## config.mk

```make
export PLATFORM = sky130hd
export DESIGN_NAME = gpio_wm_bank
export DESIGN_NICKNAME = d
export VERILOG_FILES = /design/src/rtl/gpio_wm_pkg.sv /design/src/rtl/gpio_wm_half.sv /design/src/rtl/gpio_wm_rdmux.sv /design/src/rtl/gpio_wm_bank.sv
export SDC_FILE = /design/constraint.sdc
export NUM_CORES = 1
export LEC_CHECK = 0
export BUFFER_PORTS_ARGS = -buffer_cell sky130_fd_sc_hd__buf_2
export CELL_PAD_IN_SITES_DETAIL_PLACEMENT = 0
export CELL_PAD_IN_SITES_GLOBAL_PLACEMENT = 1
export CORE_MARGIN = 2
export CORE_UTILIZATION = 38
export DETAILED_ROUTE_END_ITERATION = 7
export GPL_TIMING_DRIVEN = 0
export PLACE_DENSITY = 0.88
export SLEW_MARGIN = 25
export SYNTH_ARGS = -nofsm -noshare
export SYNTH_HDL_FRONTEND = slang
export SYNTH_SLANG_ARGS = --single-unit
```

## constraint.sdc

```tcl
create_clock -name clk -period 2.5 [get_ports clk]
set_clock_uncertainty 0.05 [all_clocks]
set_input_delay 0.5 -clock clk [delete_from_list [all_inputs] [get_ports clk]]
set_output_delay 0.5 -clock clk [all_outputs]
set_load 0.01 [all_outputs]
```

## src/rtl/gpio_wm_pkg.sv

```systemverilog
package gpio_wm_pkg;
  localparam int DATA_W     = 32;
  localparam int HALF_W     = DATA_W / 2;
  localparam int WORD_W     = 5;
  localparam int PAIR_W     = WORD_W - 1;
  localparam int NUM_MASKED = 9;

  // masked register index order
  localparam int IDX_OUT    = 0;
  localparam int IDX_DIR    = 1;
  localparam int IDX_IEN    = 2;
  localparam int IDX_IMSK   = 3;
  localparam int IDX_ITYP   = 4;
  localparam int IDX_IPOL   = 5;
  localparam int IDX_IBOTH  = 6;
  localparam int IDX_DBEN   = 7;
  localparam int IDX_DBDEN  = 8;

  // pair indices (word address >> 1) for the other locations
  localparam int PAIR_DIV   = 9;
  localparam int PAIR_STAT  = 10;
  localparam int PAIR_RAW   = 11;
  localparam int PAIR_EOI   = 12;
  localparam int PAIR_EXT   = 14;
  localparam int WORD_DIV   = 18;
  localparam int WORD_VER   = 30;

  localparam logic [DATA_W-1:0] VERSION_ID = 32'h0100_0C2B;

  typedef logic [NUM_MASKED-1:0][DATA_W-1:0] cfg_arr_t;

  // readable word addresses, listed independently of the read mux
  function automatic logic word_readable(input int w);
    return (w <= 18) || (w >= 20 && w <= 23) || (w == 28) || (w == 29) || (w == 30);
  endfunction
endpackage

```

## src/rtl/gpio_wm_half.sv

```systemverilog
module gpio_wm_half #(
  parameter int W = 16
) (
  input  logic         clk,
  input  logic         rst,
  input  logic         we,
  input  logic [W-1:0] mask,
  input  logic [W-1:0] data,
  output logic [W-1:0] q
);
  always_ff @(posedge clk) begin
    if (rst)     q <= '0;
    else if (we) q <= (q & ~mask) | (data & mask);
  end

  // reset leaves the half cleared
  p_reset_clear_r1: assert property (@(posedge clk) disable iff (rst)
    $past(rst) |-> q == '0);
  // bits without enable survive a write
  p_keep_unmasked_r2: assert property (@(posedge clk) disable iff (rst)
    we |=> ((q ^ $past(q)) & ~$past(mask)) == '0);
  // no write, no change
  p_idle_stable_r2: assert property (@(posedge clk) disable iff (rst)
    !we |=> $stable(q));
  // enabled zero bits end up cleared
  p_clear_bit_r3: assert property (@(posedge clk) disable iff (rst)
    we |=> (q & $past(mask & ~data)) == '0);
endmodule

```

## src/rtl/gpio_wm_rdmux.sv

```systemverilog
module gpio_wm_rdmux
  import gpio_wm_pkg::*;
(
  input  logic              clk,
  input  logic              rst,
  input  logic              rd_en,
  input  logic [WORD_W-1:0] addr,
  input  cfg_arr_t          cfg,
  input  logic [DATA_W-1:0] div,
  input  logic [DATA_W-1:0] stat,
  input  logic [DATA_W-1:0] raw,
  input  logic [DATA_W-1:0] ext,
  output logic [DATA_W-1:0] rd_data
);
  logic [PAIR_W-1:0] pair;
  logic              hi;
  logic [DATA_W-1:0] pair_val;
  logic              pair_hit;
  logic [DATA_W-1:0] sel;

  assign pair = addr[WORD_W-1:1];
  assign hi   = addr[0];

  always_comb begin
    pair_val = '0;
    pair_hit = 1'b0;
    for (int i = 0; i < NUM_MASKED; i++) begin
      if (pair == PAIR_W'(i)) begin
        pair_val = cfg[i];
        pair_hit = 1'b1;
      end
    end
    if (pair == PAIR_W'(PAIR_STAT)) begin pair_val = stat; pair_hit = 1'b1; end
    if (pair == PAIR_W'(PAIR_RAW))  begin pair_val = raw;  pair_hit = 1'b1; end
    if (pair == PAIR_W'(PAIR_EXT))  begin pair_val = ext;  pair_hit = 1'b1; end

    if (pair_hit)
      sel = hi ? {{HALF_W{1'b0}}, pair_val[DATA_W-1:HALF_W]}
               : {{HALF_W{1'b0}}, pair_val[HALF_W-1:0]};
    else if (addr == WORD_W'(WORD_DIV))
      sel = div;
    else if (addr == WORD_W'(WORD_VER))
      sel = VERSION_ID;
    else
      sel = '0;
  end

  always_ff @(posedge clk) begin
    if (rst)        rd_data <= '0;
    else if (rd_en) rd_data <= sel;
    else            rd_data <= '0;
  end

  // idle bus returns zero
  p_idle_zero_r5: assert property (@(posedge clk) disable iff (rst)
    !rd_en |=> rd_data == '0);
  // version location reads the constant
  p_version_r6: assert property (@(posedge clk) disable iff (rst)
    (rd_en && addr == WORD_W'(WORD_VER)) |=> rd_data == 32'h0100_0C2B);
  // masked halves never return bits above 15
  p_half_width_r4: assert property (@(posedge clk) disable iff (rst)
    (rd_en && int'(addr) < 2 * NUM_MASKED) |=> rd_data[DATA_W-1:HALF_W] == '0);
endmodule

```

## src/rtl/gpio_wm_bank.sv

```systemverilog
module gpio_wm_bank
  import gpio_wm_pkg::*;
(
  input  logic              clk,
  input  logic              rst,
  input  logic              wr_en,
  input  logic              rd_en,
  input  logic [WORD_W-1:0] addr,
  input  logic [DATA_W-1:0] wr_data,
  output logic [DATA_W-1:0] rd_data,
  input  logic [DATA_W-1:0] pin_in,
  input  logic [DATA_W-1:0] irq_status_in,
  input  logic [DATA_W-1:0] irq_raw_in,
  output logic [DATA_W-1:0] pin_out,
  output logic [DATA_W-1:0] pin_dir,
  output logic [DATA_W-1:0] irq_en,
  output logic [DATA_W-1:0] irq_mask,
  output logic [DATA_W-1:0] irq_type,
  output logic [DATA_W-1:0] irq_pol,
  output logic [DATA_W-1:0] irq_both,
  output logic [DATA_W-1:0] dbc_en,
  output logic [DATA_W-1:0] dbc_div_en,
  output logic [DATA_W-1:0] dbc_div,
  output logic [DATA_W-1:0] eoi_pulse
);
  cfg_arr_t          cfg;
  logic [PAIR_W-1:0] pair;
  logic              hi;
  logic [HALF_W-1:0] wmask;
  logic [HALF_W-1:0] wdat;

  assign pair  = addr[WORD_W-1:1];
  assign hi    = addr[0];
  assign wmask = wr_data[DATA_W-1:HALF_W];
  assign wdat  = wr_data[HALF_W-1:0];

  for (genvar i = 0; i < NUM_MASKED; i++) begin : g_reg
    for (genvar h = 0; h < 2; h++) begin : g_half
      logic we_h;
      assign we_h = wr_en && (pair == PAIR_W'(i)) && (hi == h[0]);
      gpio_wm_half #(.W(HALF_W)) u_half (
        .clk  (clk),
        .rst  (rst),
        .we   (we_h),
        .mask (wmask),
        .data (wdat),
        .q    (cfg[i][h*HALF_W +: HALF_W])
      );
    end
  end

  always_ff @(posedge clk) begin
    if (rst)                                     dbc_div <= '0;
    else if (wr_en && addr == WORD_W'(WORD_DIV)) dbc_div <= wr_data;
  end

  always_ff @(posedge clk) begin
    if (rst)
      eoi_pulse <= '0;
    else if (wr_en && pair == PAIR_W'(PAIR_EOI))
      eoi_pulse <= hi ? {wmask & wdat, {HALF_W{1'b0}}} : {{HALF_W{1'b0}}, wmask & wdat};
    else
      eoi_pulse <= '0;
  end

  assign pin_out    = cfg[IDX_OUT];
  assign pin_dir    = cfg[IDX_DIR];
  assign irq_en     = cfg[IDX_IEN];
  assign irq_mask   = cfg[IDX_IMSK];
  assign irq_type   = cfg[IDX_ITYP];
  assign irq_pol    = cfg[IDX_IPOL];
  assign irq_both   = cfg[IDX_IBOTH];
  assign dbc_en     = cfg[IDX_DBEN];
  assign dbc_div_en = cfg[IDX_DBDEN];

  gpio_wm_rdmux u_rdmux (
    .clk     (clk),
    .rst     (rst),
    .rd_en   (rd_en),
    .addr    (addr),
    .cfg     (cfg),
    .div     (dbc_div),
    .stat    (irq_status_in),
    .raw     (irq_raw_in),
    .ext     (pin_in),
    .rd_data (rd_data)
  );

  // divider takes the whole write word
  p_div_whole_r8: assert property (@(posedge clk) disable iff (rst)
    (wr_en && addr == WORD_W'(WORD_DIV)) |=> dbc_div == $past(wr_data));
  // unmapped locations read zero
  p_unmapped_r9: assert property (@(posedge clk) disable iff (rst)
    (rd_en && !word_readable(int'(addr))) |=> rd_data == '0);
  // upper external half reflects the pins
  p_ext_hi_r7: assert property (@(posedge clk) disable iff (rst)
    (rd_en && addr == 5'd29) |=> rd_data == {16'h0, $past(pin_in[31:16])});
  // acknowledge lasts one cycle unless rewritten
  p_eoi_single_r11: assert property (@(posedge clk) disable iff (rst)
    (eoi_pulse != '0 && !wr_en) |=> eoi_pulse == '0);
  // outputs cleared right after reset
  p_reset_outs_r1: assert property (@(posedge clk) disable iff (rst)
    $past(rst) |-> (pin_dir == '0 && irq_en == '0 && dbc_div == '0 && eoi_pulse == '0));
endmodule

```

======== After elaboration in Yosys (flattened, before gate mapping) ========
Index checks and enable logic that the tools add are counted.
storage, ports and cells
  register bits ........................... 384
  latch bits .............................. 0
  bits in writable memories ............... 0
  ROM bits ................................ 0
  bits of input ports ..................... 137
  output and inout bits ................... 384
  logic and storage cells ................. 138
  memories ................................ 0
operators by class
  add/sub/neg operators ................... 0
  multipliers ............................. 0
  divide/modulo/power cells ............... 0
  $lt $le $gt $ge ......................... 0
  eq/ne operators ......................... 14
  shifts and indexed selects .............. 0
  multiplexer cells ....................... 28
  bitwise logic cells ..................... 41
  reductions and logical operators ........ 33
operator list
  operator                                                          number
  32-bit two-way mux                                                14
  16-bit bitwise AND                                                19
  16-bit OR                                                         18
  1-bit logical AND                                                 29
  25-bit two-way mux                                                1
  4-bit == test (second input constant)                             5
  4-bit by 3-bit == test with 1-bit output (second input constant)  4
  16-bit two-way mux                                                1
  16-bit NOT                                                        1
  1-bit two-way mux                                                 12
  5-bit == test (second input constant)                             2
  4-bit by 2-bit == test with 1-bit output (second input constant)  2
  3-bit OR reduction                                                2
  4-bit by 1-bit == test with 1-bit output (second input constant)  1
  4-bit logical NOT                                                 1
  1-bit NOT                                                         3
  2-bit OR reduction                                                1

======== Logic depth before layout (Yosys ltp) ========
  word-level depth ........................ 15
  mapped depth ............................ 10
  depth with buffers taken out ............ 6

======== Hierarchy ========
Synthesis repeated with hierarchy kept, for this count alone.
second synthesis, totals
  cells, all modules ...................... 2,153
  area total of the unflattened synthesis .. 20,383.3 µm²
modules (own cells, without submodules)
  module         times used  cells an instance  area an instance (µm²)  seq. area each (µm²)
  gpio_wm_half   18          69                 710.7                   320.3
  gpio_wm_rdmux  1           653                5,137.4                 640.6
  gpio_wm_bank   1           258                2,453.6                 1,281.2

======== Worst setup path after synthesis ========
Ideal clock, no wire load.
  kind .................................... input to register
  start point ............................. input addr[1]
  end point ............................... register u_rdmux.rd_data[2]
  library setup time ...................... 132 ps
  data arrival time ....................... 1,898 ps
  required time ........................... 2,318 ps
  setup slack ............................. 420 ps
  cell stages on the path ................. 7
  buffers on the path ..................... 2
  cell sequence ........................... buf_6 buf_6 mux4_2 a221oi_2 o21ai_1 a221oi_2 o31ai_1
on the way
  longest elaborated chain between the ends .. 15
  elaborated cells on any way between the ends .. 40
  classes of those cells .................. eq/ne: 12; mux: 27; reduce/logical: 1
RTL lines
  what                             RTL line             RTL
  start: declaration               gpio_wm_bank.sv:8    input logic [WORD_W-1:0] addr,
  4-bit logical NOT                gpio_wm_rdmux.sv:28  if (pair == PAIR_W'(i)) begin
  32-bit two-way mux (9 in a row)  gpio_wm_rdmux.sv:28
  32-bit two-way mux               gpio_wm_rdmux.sv:33  if (pair == PAIR_W'(PAIR_STAT)) begin pair_val = stat; pair_hit = 1'b1; end
  32-bit two-way mux               gpio_wm_rdmux.sv:34  if (pair == PAIR_W'(PAIR_RAW)) begin pair_val = raw; pair_hit = 1'b1; end
  32-bit two-way mux               gpio_wm_rdmux.sv:35  if (pair == PAIR_W'(PAIR_EXT)) begin pair_val = ext; pair_hit = 1'b1; end
  16-bit two-way mux               gpio_wm_rdmux.sv:38  sel = hi ? {{HALF_W{1'b0}}, pair_val[DATA_W-1:HALF_W]}
  32-bit two-way mux *             gpio_wm_rdmux.sv:37  if (pair_hit)
  end signal: assignment           gpio_wm_rdmux.sv:50  else if (rd_en) rd_data <= sel;
  end: declaration                 gpio_wm_rdmux.sv:13  output logic [DATA_W-1:0] rd_data
Every way passes the cells marked *; elsewhere a longest branch is shown, timed or not.
A chain may end at the register's enable or synchronous reset.

======== Final worst setup path ========
  start point ............................. input addr[2]
  end point ............................... register u_rdmux.rd_data[7]
The elaborated chain is that of the path after synthesis.

==> run_summary.xml <==
<?xml version="1.0" encoding="UTF-8"?>
<metrics>
  <group name="setup_path">
    <metric name="critical_path_buf_inv_count" unit="">5</metric>
    <metric name="setup.worst_path.class" unit="">primary input to register</metric>
    <metric name="end_kind" unit="">register</metric>
    <metric name="cp_data_arrival_time" unit="ns">3.02</metric>
    <metric name="worst-endpoint-required" unit="ns">2.92</metric>
    <metric name="critPathTopFamily" unit="">buffers and inverters</metric>
    <metric name="critical_path.most_common_cell" unit="">sky130_fd_sc_hd__buf_6</metric>
    <metric name="crit_path_start_kind" unit="">primary input</metric>
    <metric name="worst-path-max-fanout" unit="">10</metric>
    <metric name="critical_path.cell_chain" unit="">buf_2, buf_6, buf_6, buf_6, buf_2, nand2_1, nor3_1, o31ai_1, a221o_1</metric>
    <metric name="critical-path-slowest-cell" unit="">sky130_fd_sc_hd__buf_2</metric>
    <metric name="cpPeakStageDelay" unit="ns">0.48</metric>
  </group>
  <group name="timing">
    <metric name="grt_setup_unrepaired" unit="">false</metric>
    <metric name="timing.hold.ws" unit="ns">0.213</metric>
    <metric name="finalSetupViolCount" unit="">5</metric>
    <metric name="drv_slew" unit="">0</metric>
    <metric name="timing.fmax" unit="MHz">384</metric>
    <metric name="worstMarginPinSlew" unit="ns">1.16</metric>
    <metric name="finalHoldViolCount" unit="">0</metric>
    <metric name="final_min_period_over_clock_period" unit="%">104</metric>
    <metric name="fin_tns_setup" unit="ns">-0.334</metric>
    <metric name="period_needed" unit="ns">2.61</metric>
    <metric name="timing.final.ws_setup" unit="ns">-0.107</metric>
    <metric name="slew_headroom" unit="%">22.4</metric>
  </group>
  <group name="drt">
    <metric name="drt-total-wl" unit="mm">106</metric>
    <metric name="routed_wire_length_on_met3" unit="mm">10.8</metric>
    <metric name="drc_errors_left" unit="">0</metric>
    <metric name="dr_total_vias" unit="">20100</metric>
    <metric name="route.detailed.wl_per_inst" unit="µm">31.5</metric>
    <metric name="met2_wirelength_from_detailed_routing" unit="mm">47.1</metric>
    <metric name="antenna_violating_nets_remaining" unit="">0</metric>
    <metric name="top_layer" unit="">met5</metric>
    <metric name="drtPass1Iterations" unit="">6</metric>
    <metric name="met1Wirelength" unit="mm">41.0</metric>
    <metric name="detail_route.vias_per_cell" unit="">5.99</metric>
    <metric name="first_iter_violations" unit="">2626</metric>
  </group>
  <group name="die">
    <metric name="design.portCount" unit="">521</metric>
    <metric name="site_rows" unit="">80</metric>
    <metric name="placeableCoreArea" unit="µm²">47600</metric>
    <metric name="die_height" unit="µm">223</metric>
    <metric name="design.die.area" unit="µm²">49900</metric>
    <metric name="initial_utilization" unit="%">38.4</metric>
    <metric name="floorplan.die.width" unit="µm">223</metric>
  </group>
  <group name="yosys">
    <metric name="cell_variety_after_synth" unit="">80</metric>
    <metric name="yosys_register_bits" unit="">384</metric>
    <metric name="synthesis.yosys.warnings" unit="">0</metric>
    <metric name="share_of_flip_flops_with_an_asynchronous_set_or_reset" unit="%">0</metric>
    <metric name="synth_top_flop_cell" unit="">sky130_fd_sc_hd__dfxtp_1</metric>
    <metric name="portion_of_the_post_synthesis_area_used_by_sequential_elements" unit="%">42.1</metric>
    <metric name="netlist_instances" unit="">2168</metric>
    <metric name="synth.net_count" unit="">2305</metric>
    <metric name="syn-mean-instance-area" unit="µm²">8.43</metric>
    <metric name="post_synthesis_cell_area" unit="µm²">18300</metric>
    <metric name="synth_enable_flop_cells" unit="">0</metric>
  </group>
  <group name="global_routing">
    <metric name="global_route_wire_length_before_repair" unit="mm">143</metric>
    <metric name="grt_use_total" unit="%">40.9</metric>
    <metric name="grt_pass1_vias" unit="">18900</metric>
    <metric name="pin_count_of_the_biggest_net_entering_global_routing" unit="">14</metric>
    <metric name="grt_antenna_before_repair" unit="">4</metric>
    <metric name="globalRouteOverflowTotal" unit="">0</metric>
  </group>
  <group name="placed_design">
    <metric name="routabilityCongestion" unit="">1.00</metric>
    <metric name="dp_hpwl" unit="mm">81.8</metric>
    <metric name="port-buffer-count" unit="">490</metric>
  </group>
  <group name="clock_tree">
    <metric name="cts.reportedPaths.clkPinSlew" unit="ns">0.06</metric>
    <metric name="clock_tree.buffer_depth" unit="">3</metric>
    <metric name="numClockSinks" unit="">384</metric>
    <metric name="number_of_buffers_inserted_during_clock_tree_synthesis" unit="">45</metric>
    <metric name="tritoncts" unit="">built</metric>
    <metric name="clk-insertion-delay-late" unit="ns">0.61</metric>
    <metric name="count_of_hold_buffers_inserted_by_post_cts_repair" unit="">0</metric>
    <metric name="htree_num_levels" unit="">2</metric>
    <metric name="ctsRootBufferMaster" unit="">sky130_fd_sc_hd__clkbuf_16</metric>
  </group>
  <group name="status">
    <metric name="run_status" unit="">finished, violations left</metric>
    <metric name="failed_checks" unit="">setup timing</metric>
  </group>
  <group name="finish">
    <metric name="final_layout_size_suffix_gt1_share" unit="%">26.7</metric>
    <metric name="flow.area_growth_from_synthesis" unit="%">26.6</metric>
    <metric name="final_nets" unit="">2843</metric>
    <metric name="final.fill_count" unit="">4756</metric>
  </group>
  <group name="job">
    <metric name="maxCapViolations" unit="">0</metric>
  </group>
  <group name="power_and_ir_drop">
    <metric name="vdd_ir_drop_max" unit="µV">473</metric>
    <metric name="report.power.total" unit="mW">14.6</metric>
    <metric name="p_per_area" unit="nW/µm²">633</metric>
    <metric name="leakagePower" unit="nW">11.7</metric>
  </group>
  <group name="min_path">
    <metric name="worst_hold_path_type" unit="">primary input to register</metric>
  </group>
</metrics>
[cell usage after synthesis (all sizes together), types with 4 or more instances]
| cell type | instances | share of area, % |
|---|---|---|
| mux4 | 26 | 3.3 |
| nand2 | 439 | 9.1 |
| o211ai | 4 | 0.19 |
| mux2 | 16 | 0.99 |
| o22ai | 20 | 0.68 |
| nor2b | 7 | 0.24 |
| o2bb2ai | 4 | 0.19 |
| dfxtp | 384 | 42 |
| o221a | 4 | 0.25 |
| a21o | 4 | 0.16 |
| a2111oi | 4 | 0.19 |
| a221oi | 4 | 0.26 |
| clkbuf | 110 | 2.3 |
| nor2 | 398 | 8.5 |
| a211oi | 8 | 0.36 |
| a22oi | 18 | 0.74 |
| nor3 | 25 | 0.92 |
| and2 | 17 | 0.59 |
| nand2b | 14 | 0.53 |
| mux2i | 303 | 17 |
| o31ai | 4 | 0.16 |
| a21oi | 112 | 3.1 |
| o21ai | 51 | 1.5 |
| a31oi | 8 | 0.27 |
| nand3 | 16 | 0.44 |
| o221ai | 17 | 0.81 |
| inv | 10 | 0.21 |
| buf | 85 | 3.0 |
[layout make-up]
| type | count | area (µm²) | area share, % |
|---|---|---|---|
| Antenna cell | 4 | 10.0 | 0.0433 |
| Buffer | 195 | 991 | 4.28 |
| Clock buffer | 60 | 1270 | 5.50 |
| Clock inverter | 23 | 275 | 1.19 |
| Inverter | 10 | 37.5 | 0.162 |
| Multi-Input combinational cell | 1579 | 9630 | 41.6 |
| Sequential cell | 384 | 7690 | 33.2 |
| Tap cell | 615 | 769 | 3.33 |
| Timing Repair Buffer | 491 | 2460 | 10.6 |
[placed cells by master (no fill, tap or decap), types with 20 or more instances in the layout]
cell / netlist / routed
sky130_fd_sc_hd__a21oi_1: 111 / 111
sky130_fd_sc_hd__o21ai_0: 47 / 46
sky130_fd_sc_hd__mux2i_1: 303 / 303
sky130_fd_sc_hd__buf_2: 45 / 531
sky130_fd_sc_hd__nor2_1: 381 / 380
sky130_fd_sc_hd__clkbuf_1: 109 / 111
sky130_fd_sc_hd__o22ai_1: 20 / 20
sky130_fd_sc_hd__mux4_2: 22 / 22
sky130_fd_sc_hd__nand2_1: 436 / 436
sky130_fd_sc_hd__clkbuf_16: 0 / 45
sky130_fd_sc_hd__dfxtp_1: 384 / 384
[worst register-to-register path: stages (launching register included)]
cell and delay (ns):
sky130_fd_sc_hd__dfxtp_1 0.40, sky130_fd_sc_hd__nor2_1 0.07, sky130_fd_sc_hd__o32ai_1 0.55, sky130_fd_sc_hd__a21oi_1 0.14
sky130_fd_sc_hd__and3_1 0.23, sky130_fd_sc_hd__a311oi_1 0.28, sky130_fd_sc_hd__a2111o_1 0.25
[worst paths after layout]
path / slack [ns] / endpoint / depth (start not counted) / startpoint
worst max-delay path: -0.11 / u_rdmux.rd_data[7] / 9 / addr[2]
worst min-delay path: 0.21 / u_rdmux.rd_data[1] / 3 / pin_in[17]
worst max register to register: 0.42 / u_rdmux.rd_data[14] / 6 / register
worst min register to register: 0.43 / dbc_div[20] / 2 / dbc_div[20]
[logic make-up (layout without fill, tap and decap cells)]
| kind of cell | count (synthesis) | in the layout | share of synthesized area (%) |
|---|---|---|---|
| DFF | 384 | 384 | 42.1 |
| muxes | 345 | 345 | 20.9 |
| buffers and inverters | 205 | 779 | 5.43 |
| other | 0 | 4 | 0 |
| AOI/OAI and AO/OA | 298 | 298 | 10.6 |
| and+or+nand+nor | 936 | 936 | 21.0 |
[where the power goes]
| part | internal [mW] | leakage, nW | switching, mW | total [mW] |
|---|---|---|---|---|
| clock network | 4.04 | 0.770 | 2.93 | 6.97 |
| logic | 0.374 | 7.85 | 1.12 | 1.49 |
| registers | 6.15 | 3.09 | 0.0314 | 6.18 |
| total | 10.6 | 11.7 | 4.08 | 14.6 |
[per-layer routing]
| metal | global-route usage [%] | vias to the layer above |
|---|---|---|
| met2 | 64.8 | 1448 |
| met1 | 51.5 | 9884 |
| met4 | 22.7 | 4 |
| met3 | 9.40 | 362 |
| li1 | - | 8438 |
| met5 | 0 | - |
[stage by stage]
step / setup slack, ns / instance area (µm²) / instances / util, %
2_1_floorplan: 0.420 / 18300 / 2168 / -
3_3_place_gp: -1.28 / 21500 / 3273 / 45.1
5_1_grt: 0.000992 / 23100 / 3359 / 48.5
6_report: -0.107 / 23100 / 3361 / 48.6
3_5_place_dp: -1.24 / 21500 / 3273 / 45.1
4_1_cts: 0.00620 / 23100 / 3357 / 48.5
[repair_timing]
item | 4_1_cts | 5_1_grt
pin swaps | 2 | 2
setup endpoints to repair | 16 | 23
resized for setup | 17 | 7
buffers inserted | 1 | 0
endpoints found under the hold margin | 0 | 0
Note: power is estimated with default switching activity, not from simulation.
